### src/rtl/dr_stage_pkg.sv
package dr_stage_pkg;

    // Classification of a whole dual-rail bus
    typedef enum logic [1:0] {
        WF_MIXED = 2'd0,
        WF_DATA  = 2'd1,
        WF_SPC0  = 2'd2,
        WF_SPC1  = 2'd3
    } wave_e;

    // Held state of the stage
    typedef struct packed {
        logic holds_spacer;
        logic last_spc_one;
    } stage_st_t;

    function automatic logic pair_is_data(input logic hi, input logic lo);
        return hi ^ lo;
    endfunction

    function automatic logic pair_is_spc0(input logic hi, input logic lo);
        return ~hi & ~lo;
    endfunction

    function automatic logic pair_is_spc1(input logic hi, input logic lo);
        return hi & lo;
    endfunction

endpackage

### src/rtl/dr_pair_scan.sv
module dr_pair_scan
    import dr_stage_pkg::*;
#(
    parameter int PAIRS = 8
) (
    input  logic [PAIRS-1:0] hi,
    input  logic [PAIRS-1:0] lo,
    output logic [PAIRS-1:0] is_data,
    output logic [PAIRS-1:0] is_spc0,
    output logic [PAIRS-1:0] is_spc1
);

    for (genvar g = 0; g < PAIRS; g++) begin : g_pair
        assign is_data[g] = pair_is_data(hi[g], lo[g]);
        assign is_spc0[g] = pair_is_spc0(hi[g], lo[g]);
        assign is_spc1[g] = pair_is_spc1(hi[g], lo[g]);
    end

endmodule

### src/rtl/dr_wave_judge.sv
module dr_wave_judge
    import dr_stage_pkg::*;
#(
    parameter int PAIRS = 8
) (
    input  logic [PAIRS-1:0] is_data,
    input  logic [PAIRS-1:0] is_spc0,
    input  logic [PAIRS-1:0] is_spc1,
    output wave_e            wave,
    output logic             any_high_pair
);

    always_comb begin
        if (&is_data)
            wave = WF_DATA;
        else if (&is_spc0)
            wave = WF_SPC0;
        else if (&is_spc1)
            wave = WF_SPC1;
        else
            wave = WF_MIXED;
    end

    assign any_high_pair = |is_spc1;

endmodule

### src/rtl/dr_hold_reg.sv
module dr_hold_reg #(
    parameter int PAIRS = 8
) (
    input  logic             clk,
    input  logic             rst,
    input  logic             load,
    input  logic [PAIRS-1:0] d_hi,
    input  logic [PAIRS-1:0] d_lo,
    output logic [PAIRS-1:0] q_hi,
    output logic [PAIRS-1:0] q_lo
);

    always_ff @(posedge clk) begin
        if (rst) begin
            q_hi <= '0;
            q_lo <= '0;
        end else if (load) begin
            q_hi <= d_hi;
            q_lo <= d_lo;
        end
    end

endmodule

### src/rtl/dr_reg_stage.sv
module dr_reg_stage
    import dr_stage_pkg::*;
#(
    parameter int PAIRS = 8
) (
    input  logic             clk,
    input  logic             rst,
    input  logic [PAIRS-1:0] in_hi,
    input  logic [PAIRS-1:0] in_lo,
    input  logic             nxt_req,
    output logic             prev_ack,
    output logic             sleep,
    output logic [PAIRS-1:0] out_hi,
    output logic [PAIRS-1:0] out_lo,
    output logic             proto_err
);

    logic [PAIRS-1:0] is_data, is_spc0, is_spc1;
    wave_e            wave;
    logic             any_high_pair;
    logic             take_data, take_spc, load;
    stage_st_t        st;

    dr_pair_scan #(.PAIRS(PAIRS)) scan_i (
        .hi      (in_hi),
        .lo      (in_lo),
        .is_data (is_data),
        .is_spc0 (is_spc0),
        .is_spc1 (is_spc1)
    );

    dr_wave_judge #(.PAIRS(PAIRS)) judge_i (
        .is_data       (is_data),
        .is_spc0       (is_spc0),
        .is_spc1       (is_spc1),
        .wave          (wave),
        .any_high_pair (any_high_pair)
    );

    assign take_data = nxt_req && (wave == WF_DATA);
    assign take_spc  = !nxt_req && ((wave == WF_SPC0) || (wave == WF_SPC1));
    assign load      = take_data || take_spc;

    dr_hold_reg #(.PAIRS(PAIRS)) hold_i (
        .clk  (clk),
        .rst  (rst),
        .load (load),
        .d_hi (in_hi),
        .d_lo (in_lo),
        .q_hi (out_hi),
        .q_lo (out_lo)
    );

    always_ff @(posedge clk) begin
        if (rst) begin
            st.holds_spacer <= 1'b1;
            st.last_spc_one <= 1'b0;
            proto_err       <= 1'b0;
        end else begin
            proto_err <= st.holds_spacer && !st.last_spc_one && any_high_pair;
            if (take_data) begin
                st.holds_spacer <= 1'b0;
            end else if (take_spc) begin
                st.holds_spacer <= 1'b1;
                st.last_spc_one <= (wave == WF_SPC1);
            end
        end
    end

    assign sleep    = st.holds_spacer;
    assign prev_ack = st.holds_spacer;


    load_data_chk: assert property (@(posedge clk) disable iff (rst)
        (nxt_req && (&(in_hi ^ in_lo)))
        |=> (!sleep && !prev_ack && out_hi == $past(in_hi) && out_lo == $past(in_lo)));


    load_spc_chk: assert property (@(posedge clk) disable iff (rst)
        (!nxt_req && ((in_hi == in_lo) && ((in_hi == '0) || (in_hi == '1))))
        |=> (sleep && prev_ack && out_hi == $past(in_hi) && out_lo == $past(in_lo)));


    hold_mixed_chk: assert property (@(posedge clk) disable iff (rst)
        ((|(in_hi ^ in_lo)) && !(&(in_hi ^ in_lo)))
        |=> ($stable(out_hi) && $stable(out_lo) && $stable(sleep)));


    ignore_other_chk: assert property (@(posedge clk) disable iff (rst)
        ((nxt_req && (in_hi == in_lo)) || (!nxt_req && (&(in_hi ^ in_lo))))
        |=> ($stable(out_hi) && $stable(out_lo) && $stable(prev_ack)));


    err_origin_chk: assert property (@(posedge clk) disable iff (rst)
        proto_err |-> ($past(sleep) && $past(|(in_hi & in_lo))));

endmodule

### config.mk
export PLATFORM = sky130hd
export DESIGN_NAME = dr_reg_stage
export DESIGN_NICKNAME = d
export VERILOG_FILES = /design/src/rtl/dr_stage_pkg.sv /design/src/rtl/dr_pair_scan.sv /design/src/rtl/dr_wave_judge.sv /design/src/rtl/dr_hold_reg.sv /design/src/rtl/dr_reg_stage.sv
export SDC_FILE = /design/constraint.sdc
export NUM_CORES = 1
export LEC_CHECK = 0
export CORE_MARGIN = 2
export CORE_UTILIZATION = 56
export DETAILED_ROUTE_END_ITERATION = 16
export PLACE_DENSITY = 0.85
export SLEW_MARGIN = 20
export SYNTH_ARGS = -nofsm -noshare
export SYNTH_HDL_FRONTEND = slang
export SYNTH_SLANG_ARGS = --single-unit
### constraint.sdc
create_clock -name clk -period 5 [get_ports clk]
set_input_delay 0.5 -clock clk [delete_from_list [all_inputs] [get_ports clk]]
set_output_delay 0.5 -clock clk [all_outputs]
set_load 0.01 [all_outputs]
# Yosys cells after proc, flatten, opt, wreduce, memory -nomap -nowiden
# Cells that the tools add are included.
# classes
eq_ne	3
mux	5
bitwise	41
reduce_logical	14
# op_table
operator	count
$reduce_and 8->1	3
$not 1->1	17
$and 1x1->1	16
$mux 2	4
$reduce_or 8->1	1
$xor 1x1->1	8
$eq 2x2->1 const B	2
$logic_and 1x1->1	4
$eq 2x1->1 const B	1
$logic_not 1->1	2
$logic_or 1x1->1	2
$reduce_and 2->1	1
$reduce_bool 2->1	1
$mux 1	1
# totals
ff_bits	19
inputBits	19
output_inout_bits	19

# Depth between registers and ports, before layout
# logic_depth
word_depth	10
mapped_depth	8

# By module
# From an unflattened synthesis, not the netlist that was laid out.
# hier_totals
cells_unflattened	111
hier_area_um2	1072.3
# modules_own_cells
mod	instances	cells_per_inst	area_per_inst_um2	seq_area_each_um2
dr_hold_reg	1	52	580.6	320.3
dr_pair_scan	1	32	260.2	0.0
dr_reg_stage	1	13	142.6	60.1
dr_wave_judge	1	14	88.8	0.0

# Worst setup path before layout
# No wires, ideal clock.
# synth_timing
kind	input port to flip-flop
from	input port in_hi[4]
to	register hold_i.q_hi[7]
setup_ns	0.122
arrival_ns	1.860
required_ns	4.878
slack_ns	3.018
path_stages	8
n_path_buf	2
path_cell_list	inv_1 > ha_1 > and4_2 > buf_4 > clkbuf_1 > nand3_1 > o311ai_1 > a311o_1
# synth_via
elab_chain_cells	9
elab_cells_between_ends	17
classes_between	eq/ne: 3; mux: 3; bitwise: 4; reduce/logical: 7
# synth_rtl
element	line	rtl
start, declared	dr_reg_stage.sv:8	input logic [PAIRS-1:0] in_hi,
$and 1x1->1 / $not 1->1 (equally long branches)	dr_stage_pkg.sv:26, dr_stage_pkg.sv:22	
$reduce_and 8->1 / $and 1x1->1 (equally long branches)	dr_wave_judge.sv:18, dr_stage_pkg.sv:22	
$mux 2 / $reduce_and 8->1 (equally long branches)	dr_wave_judge.sv:18, dr_wave_judge.sv:16	
$mux 2	dr_wave_judge.sv:16	else if (&is_spc0)
$mux 2 *	dr_wave_judge.sv:14	if (&is_data)
$eq 2x2->1	dr_reg_stage.sv:41	assign take_spc = !nxt_req && ((wave == WF_SPC0) || (wave == WF_SPC1));
$logic_or 1x1->1	dr_reg_stage.sv:41	
$logic_and 1x1->1	dr_reg_stage.sv:41	
$logic_or 1x1->1 *	dr_reg_stage.sv:42	assign load = take_data || take_spc;
end signal, assigned	dr_hold_reg.sv:18	q_hi <= d_hi;
end, declared	dr_hold_reg.sv:9	output logic [PAIRS-1:0] q_hi,
# Mark *: on every way between the ends. The rest lies on a longest branch, timed or not.
# A chain may end at the register's enable or synchronous reset.

# Worst setup path in the final report
# layout_timing
from	input port in_hi[2]
to	register hold_i.q_hi[4]
# Same word-level chain as after synthesis.

==> flow_metrics.tcl <==
set metrics [dict create \
    crit_type "input pin to flip-flop" \
    layout-drive-gt1-share_pct 3.45 \
    crit_required_ns 5.21 \
    placed_cells 301 \
    port_buffers 37 \
    die_area_sq_mm 0.00382 \
    hold_viol 0 \
    drt_first_pass_iters 5 \
    instances_no_fill 305 \
    setup_viol 0 \
    syn_avg_cell_area_sq_um 7.54 \
    dieHeight_microns 61.8 \
    path_clk_slew_ns 0.12 \
    endpoint_kind "flip-flop" \
    crit_fanout 18 \
    async_flop_share_pct 0 \
    cts-htree-levels 1 \
    synth-edff-count 0 \
    layout_commonest_cell "nand2_1" \
    track_usage_pct 29.9 \
    fin_crit_ns 2.93 \
    status "completed" \
    drt_iter0_drc 281 \
    clock_sinks 19 \
    drv_cap 0 \
    skew_ns 0.000196 \
    syn_to_final_growth_pct 16.1 \
    dpl.hpwl_microns 3400 \
    tightest_slew_ns 1.08 \
    ant_nets 0 \
    cts-hold-fix-buffers 0 \
    grt_overflow 0 \
    ir_drop_mv 0.116 \
    final_cell_mix "nand2_1 (36), clkdlybuf4s50_1 (35), dfxtp_1 (19)" \
    ys.flop_type "dfxtp_1" \
    fin_crit_sh_pct 58.7 \
    coreArea_sq_mm 0.00310 \
    post_drt_via_cell_ratio 6.64 \
    postSynthCellCount 248 \
    powerDensity_mw_per_mm2 144 \
    post_cts_buffers 0 \
    cts_buffers 3 \
    start_util_pct 60.3 \
    clockRootBuffer "clkbuf_4" \
    antenna_found_initial 0 \
    ys_ff_latch 19 \
    ctsResizeCount 0 \
    grt_max_degree 68 \
    cp-start-kind "input pin" \
    hold_class "flip-flop to flip-flop" \
    grt_pass1_vias 1870 \
    io_pins 38 \
    yosysWarnings 0 \
    die_w_microns 61.8 \
    avgRoutedWirePerCell_microns 17.6 \
    cts_tree "built" \
    clock_path_buffers 2 \
    yosysTopAreaCellShare_pct 20.3 \
    synth.largest_area_cell "dfxtp_1" \
    setup_tns_ns 0 \
    grt_first_pass_wirelength_microns 8510 \
    worst_hold_slack_ns 0.481 \
    clkLatencyLatePin_ns 0.32 \
    rsz0062_at_grt "no" \
    row_count 20 \
    drc 0 \
    wl_microns 5370 \
    cp_data_arrival_time_ns 3.14 \
    syn-num-nets 283 \
    fmax_mhz 341 \
    slew_viol_final 0 \
    vias 2024 \
    synth_area_leaders "dfxtp_1 (20%), ha_1 (11%), a311o_1 (8.6%), nand2_1 (7.2%), nor3b_1 (6.4%)" \
    finish.net_count 297 \
    power.leakage_nw 0.818 \
    n_antenna_cell 0 \
    synth_cell_types 29 \
    finalPower_uw 313 \
    netlist_area_sq_mm 0.00187 \
    routabilityCongestion 0.855 \
    seq_area_frac_synth_pct 20.3 \
    slew_headroom_pct 28.1 \
]
kinds of logic (layout without fill, tap and decap cells):
| logic type | count (synthesis) | in the layout | share of synthesized area (%) |
|---|---|---|---|
| flops | 19 | 19 | 20.3 |
| fa+ha+maj | 16 | 16 | 10.7 |
| buf+inv | 44 | 57 | 10.8 |
| compound gates | 37 | 37 | 17.8 |
| simple gates | 132 | 132 | 40.4 |
state kept, by name, summed over array words and instances, names as in the netlist:
name,count
hold_i.q_hi,8
hold_i.q_lo,8
prev_ack,1
proto_err,1
st,1
cell usage after synthesis, drive strengths merged, types with 3 or more instances:
cell type,instances
and3,16
a311o,16
a21oi,3
clkbuf,14
nor2,4
nor3,16
ha,16
nor3b,16
o311ai,16
nand2,36
or4,16
buf,14
nand4,6
nand3,16
inv,16
dfxtp,19
worst max-delay path: stages:
cell and delay [ns]:
clkdlybuf4s50_1 0.56, inv_1 0.09, ha_1 0.31, and4_1 0.68
nand2_1 0.57, a311o_1 0.42
metal layers:
layer  vias to the layer above  part of all wire, %  wire (microns)  track usage [%]
li1                        963                    -               -                -
met1                       932                   42            2270             40.5
met2                       118                   46            2460             45.3
met3                        11                   10             540             5.80
met4                         0                  1.8              97             15.2
met5                         -                    0               0                0
final cells by class:
cell class | instances | area (sq um)
Inverter | 16 | 60.1
Sequential cell | 19 | 380
Timing Repair Buffer | 37 | 360
Multi-Input combinational cell | 185 | 1290
Tap cell | 44 | 55.1
Clock buffer | 4 | 26.3
Fill cell | 291 | 932
per-stage QoR:
step	worst slack, ns	area (sq um)	utilization [%]
after detailed placement	1.82	2140	69.1
after global placement	1.80	2140	69.1
final	2.07	2170	70.0
after floorplan	3.02	1870	-
after global routing	1.96	2170	70.0
after CTS	2.15	2170	70.0
report_power, final:
part	internal [mW]	switching, mW
clock	0.0312	0.0539
combinational	0.0272	0.0483
sequential	0.152	0.000343
total	0.211	0.103
path summary, 6_finish.rpt:
path,slack [ns],from,depth (start not counted),endpoint
max,2.07,in_hi[2],6,hold_i.q_hi[4]$_SDFFE_PP0P_
min,0.48,prev_ack$_SDFFE_PP1P_,2,proto_err$_SDFF_PP0_
max reg2reg,3.80,hold_i.q_lo[5]$_SDFFE_PP0P_,4,hold_i.q_lo[5]$_SDFFE_PP0P_
min reg2reg,0.48,prev_ack$_SDFFE_PP1P_,2,proto_err$_SDFF_PP0_
No activity file was read; power rests on OpenSTA's default activity.
